## config.mk

```make
export PLATFORM = sky130hd
export DESIGN_NAME = serial_rx_core
export DESIGN_NICKNAME = d
export VERILOG_FILES = /design/src/rtl/srx_pkg.sv /design/src/rtl/srx_enable_gate.sv /design/src/rtl/srx_line_sampler.sv /design/src/rtl/srx_frame_engine.sv /design/src/rtl/srx_out_stage.sv /design/src/rtl/serial_rx_core.sv
export SDC_FILE = /design/constraint.sdc
export NUM_CORES = 1
export LEC_CHECK = 0
export BUFFER_PORTS_ARGS = -buffer_cell sky130_fd_sc_hd__buf_2
export CAP_MARGIN = 20
export CORE_UTILIZATION = 59
export DETAILED_ROUTE_END_ITERATION = 8
export PLACE_DENSITY = 0.76
export SETUP_SLACK_MARGIN = 0.2
export SLEW_MARGIN = 0
export SYNTH_ARGS = -nofsm -noshare
export SYNTH_HDL_FRONTEND = slang
export SYNTH_SLANG_ARGS = --single-unit
```

## constraint.sdc

```tcl
create_clock -name clk -period 3 [get_ports clk]
set_clock_uncertainty 0.05 [all_clocks]
set_input_delay 0.3 -clock clk [delete_from_list [all_inputs] [get_ports clk]]
set_output_delay 0.3 -clock clk [all_outputs]
set_load 0.01 [all_outputs]
```

## src/rtl/srx_pkg.sv

```systemverilog
package srx_pkg;
  typedef enum logic [1:0] {
    PAR_NONE = 2'b00,
    PAR_ZERO = 2'b01,
    PAR_ODD  = 2'b10,
    PAR_EVEN = 2'b11
  } par_mode_e;

  typedef enum logic [2:0] {
    ST_IDLE,
    ST_START,
    ST_DATA,
    ST_PAR,
    ST_STOP
  } rx_state_e;

  typedef struct packed {
    logic overrun;
    logic framing;
    logic parity;
  } rx_flags_t;
endpackage

```

## src/rtl/srx_enable_gate.sv

```systemverilog
module srx_enable_gate #(
  parameter int HOLD_CLKS = 2
) (
  input  logic clk,
  input  logic rst_n,
  input  logic power_en,
  input  logic rx_en,
  output logic run_o
);
  localparam int HW = $clog2(HOLD_CLKS + 1);

  logic [HW-1:0] hold_q;
  logic          active;

  assign active = power_en & rx_en;

  // While disabled the hold count is reloaded; once enabled it must drain
  // to zero before the frame engine leaves reset.
  always_ff @(posedge clk or negedge rst_n) begin
    if (!rst_n) begin
      hold_q <= HW'(HOLD_CLKS);
    end else if (!active) begin
      hold_q <= HW'(HOLD_CLKS);
    end else if (hold_q != '0) begin
      hold_q <= hold_q - HW'(1);
    end
  end

  assign run_o = active && (hold_q == '0);
endmodule

```

## src/rtl/srx_line_sampler.sv

```systemverilog
module srx_line_sampler #(
  parameter int SYNC_STAGES = 2
) (
  input  logic clk,
  input  logic rst_n,
  input  logic rxd,
  output logic line_o
);
  logic [SYNC_STAGES-1:0] sync_q;
  logic [2:0]             hist_q;

  for (genvar g = 0; g < SYNC_STAGES; g++) begin : g_sync
    if (g == 0) begin : g_first
      always_ff @(posedge clk or negedge rst_n) begin
        if (!rst_n) sync_q[0] <= 1'b1;
        else        sync_q[0] <= rxd;
      end
    end else begin : g_next
      always_ff @(posedge clk or negedge rst_n) begin
        if (!rst_n) sync_q[g] <= 1'b1;
        else        sync_q[g] <= sync_q[g-1];
      end
    end
  end

  always_ff @(posedge clk or negedge rst_n) begin
    if (!rst_n) hist_q <= 3'b111;
    else        hist_q <= {hist_q[1:0], sync_q[SYNC_STAGES-1]};
  end

  // two of the last three samples decide the level
  assign line_o = (hist_q[0] & hist_q[1]) | (hist_q[0] & hist_q[2]) |
                  (hist_q[1] & hist_q[2]);
endmodule

```

## src/rtl/srx_frame_engine.sv

```systemverilog
module srx_frame_engine
  import srx_pkg::*;
#(
  parameter int DATA_W = 8,
  parameter int DIV_W  = 12
) (
  input  logic              clk,
  input  logic              rst_n,
  input  logic              run,
  input  logic              line,
  input  logic [DIV_W-1:0]  baud_div,
  input  logic              len8,
  input  logic [1:0]        parity_mode,
  output logic              done_o,
  output logic [DATA_W-1:0] data_o,
  output logic              perr_o,
  output logic              ferr_o
);
  localparam int BN_W = $clog2(DATA_W);

  par_mode_e         mode;
  rx_state_e         state_q;
  logic [DIV_W-1:0]  cnt_q;
  logic [BN_W-1:0]   bit_q;
  logic [DATA_W-1:0] shift_q;
  logic              acc_q;
  logic              perr_q;
  logic [DIV_W-1:0]  half_pt;
  logic [DIV_W-1:0]  full_pt;
  logic              hit_half;
  logic              hit_full;
  logic [BN_W-1:0]   last_bit;

  assign mode     = par_mode_e'(parity_mode);
  assign half_pt  = baud_div >> 1;
  assign full_pt  = baud_div - DIV_W'(1);
  assign hit_half = (cnt_q == half_pt);
  assign hit_full = (cnt_q == full_pt);
  assign last_bit = len8 ? BN_W'(DATA_W - 1) : BN_W'(DATA_W - 2);

  always_ff @(posedge clk or negedge rst_n) begin
    if (!rst_n) begin
      state_q <= ST_IDLE;
      cnt_q   <= '0;
      bit_q   <= '0;
      shift_q <= '0;
      acc_q   <= 1'b0;
      perr_q  <= 1'b0;
      done_o  <= 1'b0;
      data_o  <= '0;
      perr_o  <= 1'b0;
      ferr_o  <= 1'b0;
    end else if (!run) begin
      state_q <= ST_IDLE;
      cnt_q   <= '0;
      done_o  <= 1'b0;
    end else begin
      done_o <= 1'b0;
      cnt_q  <= cnt_q + DIV_W'(1);
      unique case (state_q)
        ST_IDLE: begin
          cnt_q <= '0;
          if (!line) state_q <= ST_START;
        end
        ST_START: begin
          if (hit_half) begin
            cnt_q <= '0;
            if (!line) begin
              state_q <= ST_DATA;
              bit_q   <= '0;
              acc_q   <= 1'b0;
              perr_q  <= 1'b0;
            end else begin
              state_q <= ST_IDLE;
            end
          end
        end
        ST_DATA: begin
          if (hit_full) begin
            cnt_q   <= '0;
            shift_q <= {line, shift_q[DATA_W-1:1]};
            acc_q   <= acc_q ^ line;
            bit_q   <= bit_q + BN_W'(1);
            if (bit_q == last_bit)
              state_q <= (mode == PAR_NONE) ? ST_STOP : ST_PAR;
          end
        end
        ST_PAR: begin
          if (hit_full) begin
            cnt_q <= '0;
            case (mode)
              PAR_ODD:  perr_q <= ~(acc_q ^ line);
              PAR_EVEN: perr_q <= acc_q ^ line;
              default:  perr_q <= 1'b0;
            endcase
            state_q <= ST_STOP;
          end
        end
        ST_STOP: begin
          if (hit_full) begin
            cnt_q   <= '0;
            done_o  <= 1'b1;
            ferr_o  <= ~line;
            perr_o  <= perr_q;
            data_o  <= len8 ? shift_q : {1'b0, shift_q[DATA_W-1:1]};
            state_q <= ST_IDLE;
          end
        end
        default: state_q <= ST_IDLE;
      endcase
    end
  end
endmodule

```

## src/rtl/srx_out_stage.sv

```systemverilog
module srx_out_stage
  import srx_pkg::*;
#(
  parameter int DATA_W = 8
) (
  input  logic              clk,
  input  logic              rst_n,
  input  logic              done,
  input  logic [DATA_W-1:0] data_in,
  input  logic              perr,
  input  logic              ferr,
  input  logic              err_route,
  input  logic              rx_ready,
  output logic              rx_valid,
  output logic [DATA_W-1:0] rx_data,
  output rx_flags_t         flags,
  output logic              irq_done,
  output logic              irq_err
);
  logic ovr_now;
  logic any_err;

  assign ovr_now = rx_valid && !rx_ready;
  assign any_err = perr | ferr | ovr_now;

  always_ff @(posedge clk or negedge rst_n) begin
    if (!rst_n) begin
      rx_valid <= 1'b0;
      rx_data  <= '0;
      flags    <= '0;
      irq_done <= 1'b0;
      irq_err  <= 1'b0;
    end else begin
      irq_done <= 1'b0;
      irq_err  <= 1'b0;
      if (done) begin
        rx_valid      <= 1'b1;
        rx_data       <= data_in;
        flags.parity  <= perr;
        flags.framing <= ferr;
        flags.overrun <= ovr_now;
        irq_done      <= !any_err || err_route;
        irq_err       <= any_err && !err_route;
      end else if (rx_valid && rx_ready) begin
        rx_valid <= 1'b0;
      end
    end
  end
endmodule

```

## src/rtl/serial_rx_core.sv

```systemverilog
module serial_rx_core
  import srx_pkg::*;
#(
  parameter int DATA_W      = 8,
  parameter int DIV_W       = 12,
  parameter int SYNC_STAGES = 2,
  parameter int HOLD_CLKS   = 2
) (
  input  logic              clk,
  input  logic              rst_n,
  input  logic              power_en,
  input  logic              rx_en,
  input  logic              rxd,
  input  logic [DIV_W-1:0]  baud_div,
  input  logic              len8,
  input  logic [1:0]        parity_mode,
  input  logic              err_route,
  output logic              rx_valid,
  input  logic              rx_ready,
  output logic [DATA_W-1:0] rx_data,
  output logic              err_parity,
  output logic              err_frame,
  output logic              err_overrun,
  output logic              irq_done,
  output logic              irq_err
);
  logic              run;
  logic              line;
  logic              done;
  logic [DATA_W-1:0] char_data;
  logic              char_perr;
  logic              char_ferr;
  rx_flags_t         flags;

  srx_enable_gate #(.HOLD_CLKS(HOLD_CLKS)) u_gate (
    .clk(clk), .rst_n(rst_n), .power_en(power_en), .rx_en(rx_en), .run_o(run)
  );

  srx_line_sampler #(.SYNC_STAGES(SYNC_STAGES)) u_sampler (
    .clk(clk), .rst_n(rst_n), .rxd(rxd), .line_o(line)
  );

  srx_frame_engine #(.DATA_W(DATA_W), .DIV_W(DIV_W)) u_engine (
    .clk(clk), .rst_n(rst_n), .run(run), .line(line), .baud_div(baud_div),
    .len8(len8), .parity_mode(parity_mode), .done_o(done), .data_o(char_data),
    .perr_o(char_perr), .ferr_o(char_ferr)
  );

  srx_out_stage #(.DATA_W(DATA_W)) u_out (
    .clk(clk), .rst_n(rst_n), .done(done), .data_in(char_data),
    .perr(char_perr), .ferr(char_ferr), .err_route(err_route),
    .rx_ready(rx_ready), .rx_valid(rx_valid), .rx_data(rx_data),
    .flags(flags), .irq_done(irq_done), .irq_err(irq_err)
  );

  assign err_parity  = flags.parity;
  assign err_frame   = flags.framing;
  assign err_overrun = flags.overrun;
endmodule

```

==> reports/metrics.yaml <==
clocking:
  cts_tree: "done"
  cts_made_buffers: 9
  clk-insertion-delay-late_ns: 0.33
  clkSinkCount: 60
  cts_root_buffer: "clkbuf_8"
  clkTransAtPathRegs_ns: 0.06
  cts.path.max_buffers: 2
  h-tree-depth: 3
setup_path:
  crit_fanout: 12
  reg2reg_depth: 9
  required_ns: 3.18
  cp-end-kind: "flip-flop"
  crit_chain: "xnor2_1, xnor2_1, a32o_1, or3_1, buf_4, nand3_1, nor2_1, buf_4, nor4_1"
  ff2ff_setup_slack_ns: 0.41
  startpoint_type: "flip-flop"
  crit_path_top_delay_cell: "xnor2_1"
  critPathArrivalTime_ns: 2.77
  r2r-start: "u_engine.cnt_q[11]$_DFF_PN0_"
  crit_type: "flip-flop to flip-flop"
  cpPeakStageDelay_ns: 0.45
  r2r_end: "u_engine.cnt_q[3]$_DFF_PN0_"
sta:
  setup_viol: 0
  slew_viol_final: 0
  fmax_mhz: 386
  max-slew-margin-rel: 0.638
  min_period_ns: 2.59
  hold_viol: 0
  tns_ns: 0
  tightest_slew_ns: 0.543
  setup_ws_ns: 0.407
  rsz0062_at_grt: "false"
  period_share: 0.864
routing:
  routed_via_density: 5.93
  drc: 0
  dr.pass1.iters: 5
  wl_um: 7150
  postRouteAntennaNets: 0
  drt-wirelength-per-cell_um: 15.5
  first_iter_violations: 135
  vias: 2730
synth:
  synth_flop_cell: "dfrtp_1"
  yosys_warnings: 0
  synth_edf_count: 0
  ys_ff_latch: 60
  syn_inst: 348
  synth_area_per_cell_um2: 9.94
  synth_nets: 374
  syn-cell-area_mm2: 0.00346
  synth.distinct_cells: 58
  synthArstFlopShare: 1.00
  ys_seq_area_frac: 0.436
global_routing:
  antenna_found_initial: 0
  grt-ovfl-total: 0
  grt_pass1_wl_um: 12100
  grt_max_degree: 26
  grt_pass1_vias: 2608
  grt_usage: 0.254
floorplanning:
  placementRows: 27
  coreArea_mm2: 0.00557
  dieArea_mm2: 0.00617
  initial_core_util: 0.620
  boundaryPins: 36
  chipHeight_um: 78.6
  dieWidth_um: 78.6
cells_and_area:
  synthToLayoutAreaGrowth_pct: 13.9
  final_layout_size_suffix_gt1_frac: 0.255
  nets: 409
  seq_area_mm2: 0.00151
  n_antenna_cell: 0
  final_area_mm2: 0.00394
  fillers: 427
  multi_input_area_mm2: 0.00180
worst_hold_path:
  hold_end: "u_gate.hold_q[1]$_DFFE_PN1N_"
  hold_path_class: "input port to flip-flop"
  holdPathStages: 2
  worstHoldStart: "rx_en"
power_and_ir_drop:
  ir_worst_vdd_uv: 309
  p_leak_nw: 1.85
  power_density_mw_per_mm2: 439
place:
  post_dp_cell_area_mm2: 0.00370
  gp_congestion: 0.880
  port-buffer-count: 35
  pre_cts_ws_ns: 0.0126
  hpwl_um: 5130
status:
  outcome: "complete, no violations"
run:
  cap_violations: 0
[cell families (layout without fill, tap and decap cells)]
logic type	Yosys count	in the layout	synth area share
compound gates	54	54	0.108
xor+xnor	39	39	0.0988
fa+ha+maj	5	5	0.0174
buf+inv	36	76	0.0456
flops	60	60	0.436
mux	28	28	0.0879
simple gates	126	126	0.206
[synth_stat cells, types with 6 or more instances]
| master | instances | area, um2 |
|---|---|---|
| nand2b_1 | 6 | 37.5 |
| xor2_1 | 31 | 272 |
| dfrtp_1 | 54 | 1350 |
| o21ai_0 | 16 | 80.1 |
| nand2_1 | 23 | 86.3 |
| a21oi_1 | 6 | 30.0 |
| nor3_1 | 10 | 50.1 |
| or3_1 | 6 | 37.5 |
| inv_1 | 11 | 41.3 |
| clkbuf_1 | 19 | 71.3 |
| mux2i_1 | 9 | 90.1 |
| mux2_2 | 19 | 214 |
| xnor2_1 | 8 | 70.1 |
| nor4_1 | 17 | 106 |
| nor2_1 | 18 | 67.6 |
| dfstp_2 | 6 | 158 |
| nand3_1 | 13 | 65.1 |
| and3_1 | 8 | 50.1 |
[worst max-delay path by stage]
| stage | start | end | slack (ns) | depth (start not counted) |
|---|---|---|---|---|
| global route | u_engine.cnt_q[11]$_DFF_PN0_ | u_engine.cnt_q[5]$_DFF_PN0_ | 0.27 | 9 |
| floorplan | baud_div[3] | u_engine.shift_q[0]$_DFFE_PN0P_ | 0.17 | 10 |
| CTS | baud_div[6] | u_engine.cnt_q[3]$_DFF_PN0_ | 0.36 | 8 |
| global placement | baud_div[6] | u_engine.cnt_q[11]$_DFF_PN0_ | 0.07 | 8 |
| detailed placement | baud_div[6] | u_engine.cnt_q[3]$_DFF_PN0_ | 0.01 | 8 |
| finish | u_engine.cnt_q[11]$_DFF_PN0_ | u_engine.cnt_q[3]$_DFF_PN0_ | 0.41 | 9 |
[power breakdown]
part	switching (mW)	internal (mW)
Clock	0.308	0.452
Combinational	0.0883	0.0578
Sequential	0.00455	0.820
[worst max-delay path, delay by kind of cell (launching register included)]
kind	cells	cell delay (ns)
buffers and inverters	2	0.36
AND/OR/NAND/NOR	4	0.82
flip-flops	1	0.43
AO/OA/AOI/OAI	1	0.25
XOR/XNOR	2	0.56
[state kept, by name, summed over array words and instances (netlist names), 2 cells and up]
name,count
u_engine.state_q,3
u_out.flags,3
u_sampler.sync_q,2
u_engine.cnt_q,12
u_gate.hold_q,2
u_engine.data_o,8
u_out.rx_data,8
u_engine.shift_q,8
u_sampler.hist_q,3
u_engine.bit_q,3
[area by class of cell]
type / count / share of cell area
Multi-Input combinational cell: 252 / 0.457
Sequential cell: 60 / 0.383
Timing Repair Buffer: 49 / 0.0724
Clock buffer: 13 / 0.0429
Tap cell: 72 / 0.0229
Clock inverter: 3 / 0.0114
Inverter: 11 / 0.0105
[per-layer routing]
metal	vias to the layer above	global-route usage	wire, um	share of wire
li1	1318	-	-	-
met1	1321	0.337	3350	0.47
met2	82	0.405	3350	0.47
met3	9	0.0616	347	0.049
met4	0	0.0870	92	0.013
met5	-	0	0	0
[metrics by stage]
stage / hold WS [ns] / total power [mW] / utilization / instances
6_report: 0.0960 / 1.73 / 0.707 / 460
5_1_grt: 0.103 / 1.80 / 0.707 / 460
4_1_cts: 0.0858 / 1.75 / 0.706 / 460
3_5_place_dp: 0.222 / 0.982 / 0.664 / 442
3_3_place_gp: 0.221 / 0.977 / 0.664 / 442
2_1_floorplan: -0.0456 / 0.925 / - / 348
[placed cells by master (no fill, tap or decap), types with 3 or more instances in the layout]
master | Yosys | routed
a31oi_1 | 5 | 5
or3_1 | 6 | 6
nor3_1 | 10 | 10
ha_1 | 4 | 3
nand4_1 | 5 | 5
xnor2_1 | 8 | 8
nor2b_1 | 4 | 4
buf_4 | 1 | 12
mux2i_1 | 9 | 9
o31ai_1 | 3 | 3
a21oi_1 | 6 | 6
nand2_1 | 23 | 23
nand2b_1 | 6 | 6
buf_2 | 3 | 35
clkbuf_8 | 0 | 12
inv_1 | 11 | 11
dfstp_2 | 6 | 6
mux2_2 | 19 | 18
nor4_1 | 17 | 17
and3_1 | 8 | 8
xor2_1 | 31 | 31
nor2_1 | 18 | 17
o21ai_0 | 16 | 16
dfrtp_1 | 54 | 54
nand3_1 | 13 | 13
[timing repair]
| item | in CTS | in global routing |
|---|---|---|
| hold buffers | 2 | 0 |
| setup buffers | 0 | 0 |
| resized for setup | 0 | 1 |
| endpoints found under the setup margin | 0 | 1 |
| endpoints found under the hold margin | 15 | 0 |
(Power assumes the default switching activity.)
